[src/rtl/sio_cfg_pkg.sv]
package sio_cfg_pkg;
  localparam int KEY_LEN = 4;

  localparam logic [7:0] REG_EXIT    = 8'h02;
  localparam logic [7:0] REG_LDN     = 8'h07;
  localparam logic [7:0] REG_ID_HI   = 8'h20;
  localparam logic [7:0] REG_ID_LO   = 8'h21;
  localparam logic [7:0] REG_REV     = 8'h22;
  localparam logic [7:0] BANK_START  = 8'h30;
  localparam logic [7:0] REG_ACT     = 8'h30;
  localparam logic [7:0] REG_BASE_HI = 8'h62;
  localparam logic [7:0] EXIT_CMD    = 8'h02;
  localparam logic [7:0] IDLE_BYTE   = 8'hFF;

  // Unlock key, by stage
  function automatic logic [7:0] key_byte(input int unsigned stage);
    case (stage)
      0:       key_byte = 8'h87;
      1:       key_byte = 8'h01;
      default: key_byte = 8'h55;
    endcase
  endfunction
endpackage

[src/rtl/sio_key_match.sv]
module sio_key_match
  import sio_cfg_pkg::*;
(
  input  logic       clk,
  input  logic       rst_n,
  input  logic       byte_valid,
  input  logic [7:0] byte_in,
  output logic       key_hit
);
  localparam int SW = $clog2(KEY_LEN);
  localparam logic [SW-1:0] LAST = SW'(KEY_LEN - 1);

  logic [SW-1:0] stage_q;
  logic [SW-1:0] stage_d;
  logic          match;

  assign match   = (byte_in == key_byte(int'(stage_q)));
  assign key_hit = byte_valid && match && (stage_q == LAST);

  always_comb begin
    if (match)
      stage_d = (stage_q == LAST) ? '0 : stage_q + 1'b1;
    else if (byte_in == key_byte(0))
      stage_d = SW'(1);
    else
      stage_d = '0;
  end

  always_ff @(posedge clk) begin
    if (!rst_n)          stage_q <= '0;
    else if (byte_valid) stage_q <= stage_d;
  end
endmodule

[src/rtl/sio_reg_file.sv]
module sio_reg_file
  import sio_cfg_pkg::*;
#(
  parameter logic [15:0] CHIP_ID       = 16'h8728,
  parameter logic [3:0]  CHIP_REV      = 4'h3,
  parameter logic [7:0]  GPIO_LDN      = 8'h07,
  parameter int          BASE_W        = 16,
  parameter logic [BASE_W-1:0] GPIO_BASE_RST = 16'h0A00
)(
  input  logic              clk,
  input  logic              rst_n,
  input  logic              wr_en,
  input  logic [7:0]        idx,
  input  logic [7:0]        wdata,
  output logic [7:0]        rd_data,
  output logic              exit_hit,
  output logic [7:0]        ldn,
  output logic [BASE_W-1:0] gpio_base,
  output logic              gpio_active
);
  localparam int BASE_BYTES = BASE_W / 8;

  logic [7:0] ldn_q;
  logic       act_q;
  logic [7:0] base_q [BASE_BYTES];
  logic       in_bank;
  logic       bank_wr;

  assign in_bank  = (idx >= BANK_START);
  assign bank_wr  = wr_en && in_bank && (ldn_q == GPIO_LDN);
  assign exit_hit = wr_en && (idx == REG_EXIT) && (wdata == EXIT_CMD);

  always_ff @(posedge clk) begin
    if (!rst_n) begin
      ldn_q <= '0;
      act_q <= 1'b0;
    end else begin
      if (wr_en && idx == REG_LDN) ldn_q <= wdata;
      if (bank_wr && idx == REG_ACT) act_q <= wdata[0];
    end
  end

  // byte 0 is the most significant byte, at the lowest index
  for (genvar b = 0; b < BASE_BYTES; b++) begin : g_base
    localparam int LSB = 8 * (BASE_BYTES - 1 - b);
    always_ff @(posedge clk) begin
      if (!rst_n)
        base_q[b] <= GPIO_BASE_RST[LSB +: 8];
      else if (bank_wr && idx == REG_BASE_HI + 8'(b))
        base_q[b] <= wdata;
    end
    assign gpio_base[LSB +: 8] = base_q[b];
  end

  always_comb begin
    rd_data = '0;
    if (!in_bank) begin
      case (idx)
        REG_LDN:   rd_data = ldn_q;
        REG_ID_HI: rd_data = CHIP_ID[15:8];
        REG_ID_LO: rd_data = CHIP_ID[7:0];
        REG_REV:   rd_data = {4'h0, CHIP_REV};
        default:   rd_data = '0;
      endcase
    end else if (ldn_q == GPIO_LDN) begin
      if (idx == REG_ACT) rd_data = {7'b0, act_q};
      for (int b = 0; b < BASE_BYTES; b++)
        if (idx == REG_BASE_HI + 8'(b)) rd_data = base_q[b];
    end
  end

  assign ldn         = ldn_q;
  assign gpio_active = act_q;
endmodule

[src/rtl/sio_cfg_port.sv]
module sio_cfg_port
  import sio_cfg_pkg::*;
#(
  parameter int          AW         = 16,
  parameter logic [AW-1:0] INDEX_ADDR = 16'h002E,
  parameter logic [AW-1:0] DATA_ADDR  = 16'h002F,
  parameter logic [15:0] CHIP_ID    = 16'h8728,
  parameter logic [3:0]  CHIP_REV   = 4'h3,
  parameter logic [7:0]  GPIO_LDN   = 8'h07,
  parameter logic [15:0] GPIO_BASE_RST = 16'h0A00
)(
  input  logic          clk,
  input  logic          rst_n,
  input  logic          req_valid,
  output logic          req_ready,
  input  logic          req_write,
  input  logic [AW-1:0] req_addr,
  input  logic [7:0]    req_wdata,
  output logic          rsp_valid,
  input  logic          rsp_ready,
  output logic [7:0]    rsp_data,
  output logic          cfg_unlocked,
  output logic [7:0]    ldn_out,
  output logic [15:0]   gpio_base,
  output logic          gpio_active
);
  logic       fire;
  logic       at_index;
  logic       at_data;
  logic       unlocked_q;
  logic [7:0] index_q;
  logic       key_hit;
  logic       exit_hit;
  logic [7:0] rf_rd;
  logic       rsp_valid_q;
  logic [7:0] rsp_data_q;

  assign req_ready = !rsp_valid_q || rsp_ready;
  assign fire      = req_valid && req_ready;
  assign at_index  = (req_addr == INDEX_ADDR);
  assign at_data   = (req_addr == DATA_ADDR);

  sio_key_match u_key (
    .clk        (clk),
    .rst_n      (rst_n),
    .byte_valid (fire && req_write && at_index && !unlocked_q),
    .byte_in    (req_wdata),
    .key_hit    (key_hit)
  );

  sio_reg_file #(
    .CHIP_ID       (CHIP_ID),
    .CHIP_REV      (CHIP_REV),
    .GPIO_LDN      (GPIO_LDN),
    .BASE_W        (16),
    .GPIO_BASE_RST (GPIO_BASE_RST)
  ) u_regs (
    .clk         (clk),
    .rst_n       (rst_n),
    .wr_en       (fire && req_write && at_data && unlocked_q),
    .idx         (index_q),
    .wdata       (req_wdata),
    .rd_data     (rf_rd),
    .exit_hit    (exit_hit),
    .ldn         (ldn_out),
    .gpio_base   (gpio_base),
    .gpio_active (gpio_active)
  );

  always_ff @(posedge clk) begin
    if (!rst_n) begin
      unlocked_q <= 1'b0;
      index_q    <= '0;
    end else begin
      if (exit_hit)     unlocked_q <= 1'b0;
      else if (key_hit) unlocked_q <= 1'b1;
      if (fire && req_write && at_index && unlocked_q) index_q <= req_wdata;
    end
  end

  always_ff @(posedge clk) begin
    if (!rst_n) begin
      rsp_valid_q <= 1'b0;
      rsp_data_q  <= '0;
    end else if (fire && !req_write) begin
      rsp_valid_q <= 1'b1;
      rsp_data_q  <= (at_data && unlocked_q) ? rf_rd : IDLE_BYTE;
    end else if (rsp_ready) begin
      rsp_valid_q <= 1'b0;
    end
  end

  assign rsp_valid    = rsp_valid_q;
  assign rsp_data     = rsp_data_q;
  assign cfg_unlocked = unlocked_q;
endmodule

[config.mk]
export PLATFORM = sky130hd
export DESIGN_NAME = sio_cfg_port
export DESIGN_NICKNAME = d
export VERILOG_FILES = /design/src/rtl/sio_cfg_pkg.sv /design/src/rtl/sio_key_match.sv /design/src/rtl/sio_reg_file.sv /design/src/rtl/sio_cfg_port.sv
export SDC_FILE = /design/constraint.sdc
export NUM_CORES = 1
export LEC_CHECK = 0
export ABC_CLOCK_PERIOD_IN_PS = 2830
export BUFFER_PORTS_ARGS = -buffer_cell sky130_fd_sc_hd__buf_2
export CORE_MARGIN = 3
export CORE_UTILIZATION = 54
export CTS_BUF_LIST = sky130_fd_sc_hd__clkbuf_8
export DETAILED_ROUTE_END_ITERATION = 16
export PLACE_DENSITY = 0.82
export SLEW_MARGIN = 20
export SYNTH_ARGS = -nofsm -noshare
export SYNTH_HDL_FRONTEND = slang
export SYNTH_SLANG_ARGS = --single-unit
[constraint.sdc]
create_clock -name clk -period 2.83 [get_ports clk]
set_input_delay 0.566 -clock clk [delete_from_list [all_inputs] [get_ports clk]]
set_output_delay 0.566 -clock clk [all_outputs]
set_load 0.01 [all_outputs]
* Yosys cells after proc, flatten, opt, wreduce, memory -nomap -nowiden
Memory sizes are Yosys's and may differ from the RTL's.
Cells that the tools add are included.
W data, S select, Z words.
** Word-level totals
- Memories kept :: 1
- Logic and storage cells :: 77
- Register bits :: 29
- Bits of input ports :: 29
- Output and inout port bits :: 36
- Bits in writable memories :: 16
** Cells by class
- Reduce and logical (&&, ||, !) cells :: 26
- Add/subtract/negate cells :: 1
- Order comparisons :: 1
- Bitwise gates (word level) :: 3
- Equal/unequal tests :: 16
- Mux-type cells :: 22
** Memory list
- u_regs.base_q :: depth 2, bits a word 8, read ports 2, clocked after Yosys merged registers in 0, wr ports 2, RTL line sio_reg_file.sv:25 : logic [7:0] base_q [BASE_BYTES];
** Operator list (number)
- $mux W8 :: 7
- $eq A16 B6 Y1 const B :: 2
- $eq A8 B6 Y1 const B :: 4
- $pmux W8 S4 :: 1
- $logic_and A1 B1 Y1 :: 19
- $eq A8 B2 Y1 const B :: 2
- $eq A8 B3 Y1 const B :: 2
- $eq A8 B7 Y1 const B :: 2
- $pmux W8 S2 :: 1
- $mux W1 :: 11
- $eq A8 B8 Y1 :: 1
- $eq A8 B8 Y1 const B :: 1
- $ge A8 B6 Y1 const B :: 1
- $mux W2 :: 2
- $logic_not A1 Y1 :: 3
- $add A2 B1 Y2 const B :: 1
- $eq A2 B1 Y1 const B :: 1
- $eq A2 B2 Y1 const B :: 1
- $logic_not A2 Y1 :: 1
- $or A1 B1 Y1 :: 2
- $reduce_bool A2 Y1 :: 1
- $reduce_or A2 Y1 :: 1
- $logic_or A1 B1 Y1 :: 1
- $not A1 Y1 :: 1

* Logic depth before layout (Yosys ltp)
- Depth after elaboration :: 13
- Gate-level depth with buffers :: 7
- Depth with buffers taken out :: 7

* By module
A second synthesis with hierarchy kept.
** Second synthesis, totals
- Cell total of the unflattened synthesis :: 234
- Area, all modules :: 2398.6 um^2
** By module, submodules not included
- sio_reg_file :: area an instance 1370.1 um^2, cells an instance 125, instances 1, sequential area each 660.6 um^2
- sio_cfg_port :: area an instance 779.5 um^2, cells an instance 80, instances 1, sequential area each 360.3 um^2
- sio_key_match :: area an instance 249.0 um^2, cells an instance 29, instances 1, sequential area each 40.0 um^2

* Least setup slack after synthesis
Ideal clock, no wire load.
- Path type :: input port to flip-flop
- Start :: input req_addr[6]
- End :: memory u_regs.base_q[0][0] (enable)
- Cell stages on the path :: 5
- Data required time :: 2.446 ns
- Data arrival time :: 2.082 ns
- Buffers on the path :: 0
- Slack :: 0.364 ns
- Setup time :: 0.384 ns
- Cell sequence :: and4bb_1 -> nand4_4 -> nor3_1 -> nand2_2 -> o21ai_0
** RTL lines
- start: declaration :: RTL line sio_cfg_port.sv:17 : input logic [AW-1:0] req_addr,
- end: declaration :: RTL line sio_reg_file.sv:25

==> impl_metrics.yaml <==
drt:
  avgViaCountPerCell: 5.88
  vias: 2089
  dr.max_layer_used: "met4"
  drtAntennaViolNets: 0
  wl_met1_um: 2350
  dr_wl_met2_um: 2960
  detail_route.wl_per_cell_um: 16.5
  routed_wl_um: 5870
  firstDrtPassIters: 5
  drc: 0
  met3_length_um: 415
  first_iter_violations: 141
worst_setup_path:
  reg2reg_depth: 6
  required_ns: 2.84
  startpoint_type: "flip-flop"
  end_kind: "flip-flop"
  cp_max_fo: 18
  cp.arrival_ns: 2.48
  crit_type: "reg2reg"
final_layout:
  area_delta_synth_final_pct: 22.1
  nFillCells: 340
  antenna_cells: 0
  fin_nets: 336
  fin_area_um2: 2800
  layout_commonest_cell: "buf_2"
  stdcell_count: 355
  drive_gt1_frac: 0.318
  layout_common_cells: "buf_2 (64), nor2_1 (38), dfxtp_1 (29)"
global_routing:
  gr-total-overflow: 0
  track_usage: 0.235
  grt_antenna_before_repair: 0
  grt_pass1_wl_um: 9330
  grt_pass1_vias: 1967
  grt_max_degree: 26
floorplanning:
  rows: 23
  die_x_um: 71.2
  ioPinCount: 65
  design.core.area_um2: 4060
  start_util: 0.566
  chipHeight_um: 71.2
  die-area_um2: 5070
sta:
  max_freq_ghz: 0.405
  setup_viol: 0
  finClkSkew_ns: 0.00599
  period_needed_ns: 2.47
  worst_slack_ns: 0.359
  tightest_slew_ns: 0.605
  hold_viol: 0
  rsz0062_at_grt: "no"
  finalMaxSlewViolations: 0
  fin_crit_sh: 0.873
  fin_tns_setup_ns: 0
  relSlewSlack: 0.593
min_path:
  min_delay_path_depth: 2
  hp-class: "reg2reg"
placement:
  portBuffers: 64
  place_inst: 347
  place.gp.congestion: 0.873
  hpwl_um: 4490
  post-place-ws_ns: 0.321
  placed_cell_area_um2: 2700
power_and_ir_drop:
  swShare: 0.225
  combPwrFrac: 0.093
  p_leak_uw: 0.00106
  p_sw_uw: 289
  powerDensity_nw_per_um2: 457
  irDropWorstVdd_mv: 0.274
  power.share.clock: 0.363
  p_int_uw: 993
  seq_power_share: 0.544
  fin_total_pwr_uw: 1280
synthesis:
  avgSynthCellArea_um2: 9.73
  yosysWarnings: 0
  syn_area_um2: 2300
  yosysUniqueCellTypes: 47
  synth.top_cell.area_share: 0.253
  synthFlopType: "dfxtp_1"
  yosys.area.top_type: "dfxtp_1"
  synth_edf_count: 16
  seq_area_frac_synth: 0.462
  synthesis.nets: 268
  async_reset_ff_frac: 0
  syn_inst: 236
  synth-seq-cells: 45
  yosys-top-cells-area: "dfxtp_1 (25%), edfxtp_1 (21%), mux2i_1 (7.4%)"
clock_tree:
  clock-sinks: 45
  clock_latency_ns: 0.29
  cts_hold_buf: 0
  cts_root_buffer: "clkbuf_8"
  post_cts_resized: 0
  cts_tree: "done"
  path_clk_slew_ns: 0.08
  cts-htree-levels: 2
  cts_max_path_buffers: 2
  postCtsSetupBuffers: 0
  cts_buffers: 5
job:
  maxCapViolations: 0
outcome:
  status: "complete, no violations"
==> state kept, by name, summed over array words and instances, names as in the netlist <==
name                cells
u_regs.gpio_active      1
u_key.stage_q           2
rsp_valid               1
cfg_unlocked            1
rsp_data                8
u_regs.ldn              8
u_regs.base_q          16
index_q                 8
==> layer usage <==
layer / up-vias / track usage
met5: - / 0
met4: 0 / 0.0960
met3: 17 / 0.0696
met2: 93 / 0.384
met1: 975 / 0.290
li1: 1004 / -
==> cell type report <==
class | instances | area (um^2) | share of cell area
multi-input combinational | 174 | 1170 | 0.416
clock buffer | 5 | 68.8 | 0.0246
clock inverter | 3 | 37.5 | 0.0134
inverter | 5 | 18.8 | 0.00670
tap | 50 | 62.6 | 0.0223
sequential | 45 | 1060 | 0.379
timing repair buffer | 73 | 388 | 0.138
==> per-stage QoR <==
| step | hold WS, ns | utilization |
|---|---|---|
| 2_1_floorplan | 0.483 | - |
| 3_3_place_gp | 0.508 | 0.665 |
| 3_5_place_dp | 0.525 | 0.665 |
| 4_1_cts | 0.541 | 0.691 |
| 5_1_grt | 0.577 | 0.691 |
| 6_report | 0.543 | 0.691 |
==> critical path, cell delays in order (launching register included) <==
cell	delay [ns]
dfxtp_1	0.39
nor4bb_1	0.45
nand3_1	0.23
nor2_2	0.35
nand2_2	0.29
o21ai_0	0.29
buf_4	0.19
==> synth_stat cells, drive strengths merged, types with 2 or more instances <==
cell,count
buf,3
inv,5
or4,2
ha,3
o21ai,11
dfxtp,29
nand2,13
clkbuf,9
mux2,7
nor4b,4
a211o,2
nand4,5
a21oi,10
edfxtp,16
nand3,15
a22oi,7
nand2b,3
mux2i,17
nor3,11
nor4bb,2
nor2,39
a31oi,4
nor4,4
==> power by group through the flow <==
stage / clock network, uW / logic, uW / registers (uW)
floorplan: 0 / 40.5 / 723
global placement: 0 / 117 / 712
detailed placement: 0 / 119 / 713
CTS: 473 / 119 / 698
global route: 497 / 128 / 701
finish: 465 / 119 / 698
==> worst paths after layout <==
path / startpoint / endpoint / slack, ns
max: u_regs.ldn[2]$_SDFFE_PN0P_ / u_regs.base_q[1][4]$_SDFFCE_PN0P_ / 0.36
min: rsp_data[1]$_SDFFE_PN0P_ / rsp_data[1]$_SDFFE_PN0P_ / 0.54
max reg2reg: u_regs.ldn[2]$_SDFFE_PN0P_ / u_regs.base_q[1][4]$_SDFFCE_PN0P_ / 0.36
min reg2reg: rsp_data[1]$_SDFFE_PN0P_ / rsp_data[1]$_SDFFE_PN0P_ / 0.54
==> cells by family (layout without fill, tap and decap cells) <==
group                      after synthesis  count (layout)  share of synthesized area
AOI/OAI and AO/OA                       40              40                      0.108
xor gates and xnor gates                 1               1                    0.00382
adders and majority gates                3               3                     0.0164
buffers and inverters                   17              86                     0.0300
DFF                                     45              45                      0.462
muxes                                   24              24                      0.108
and+or+nand+nor                        106             106                      0.271
(Power assumes the default switching activity.)
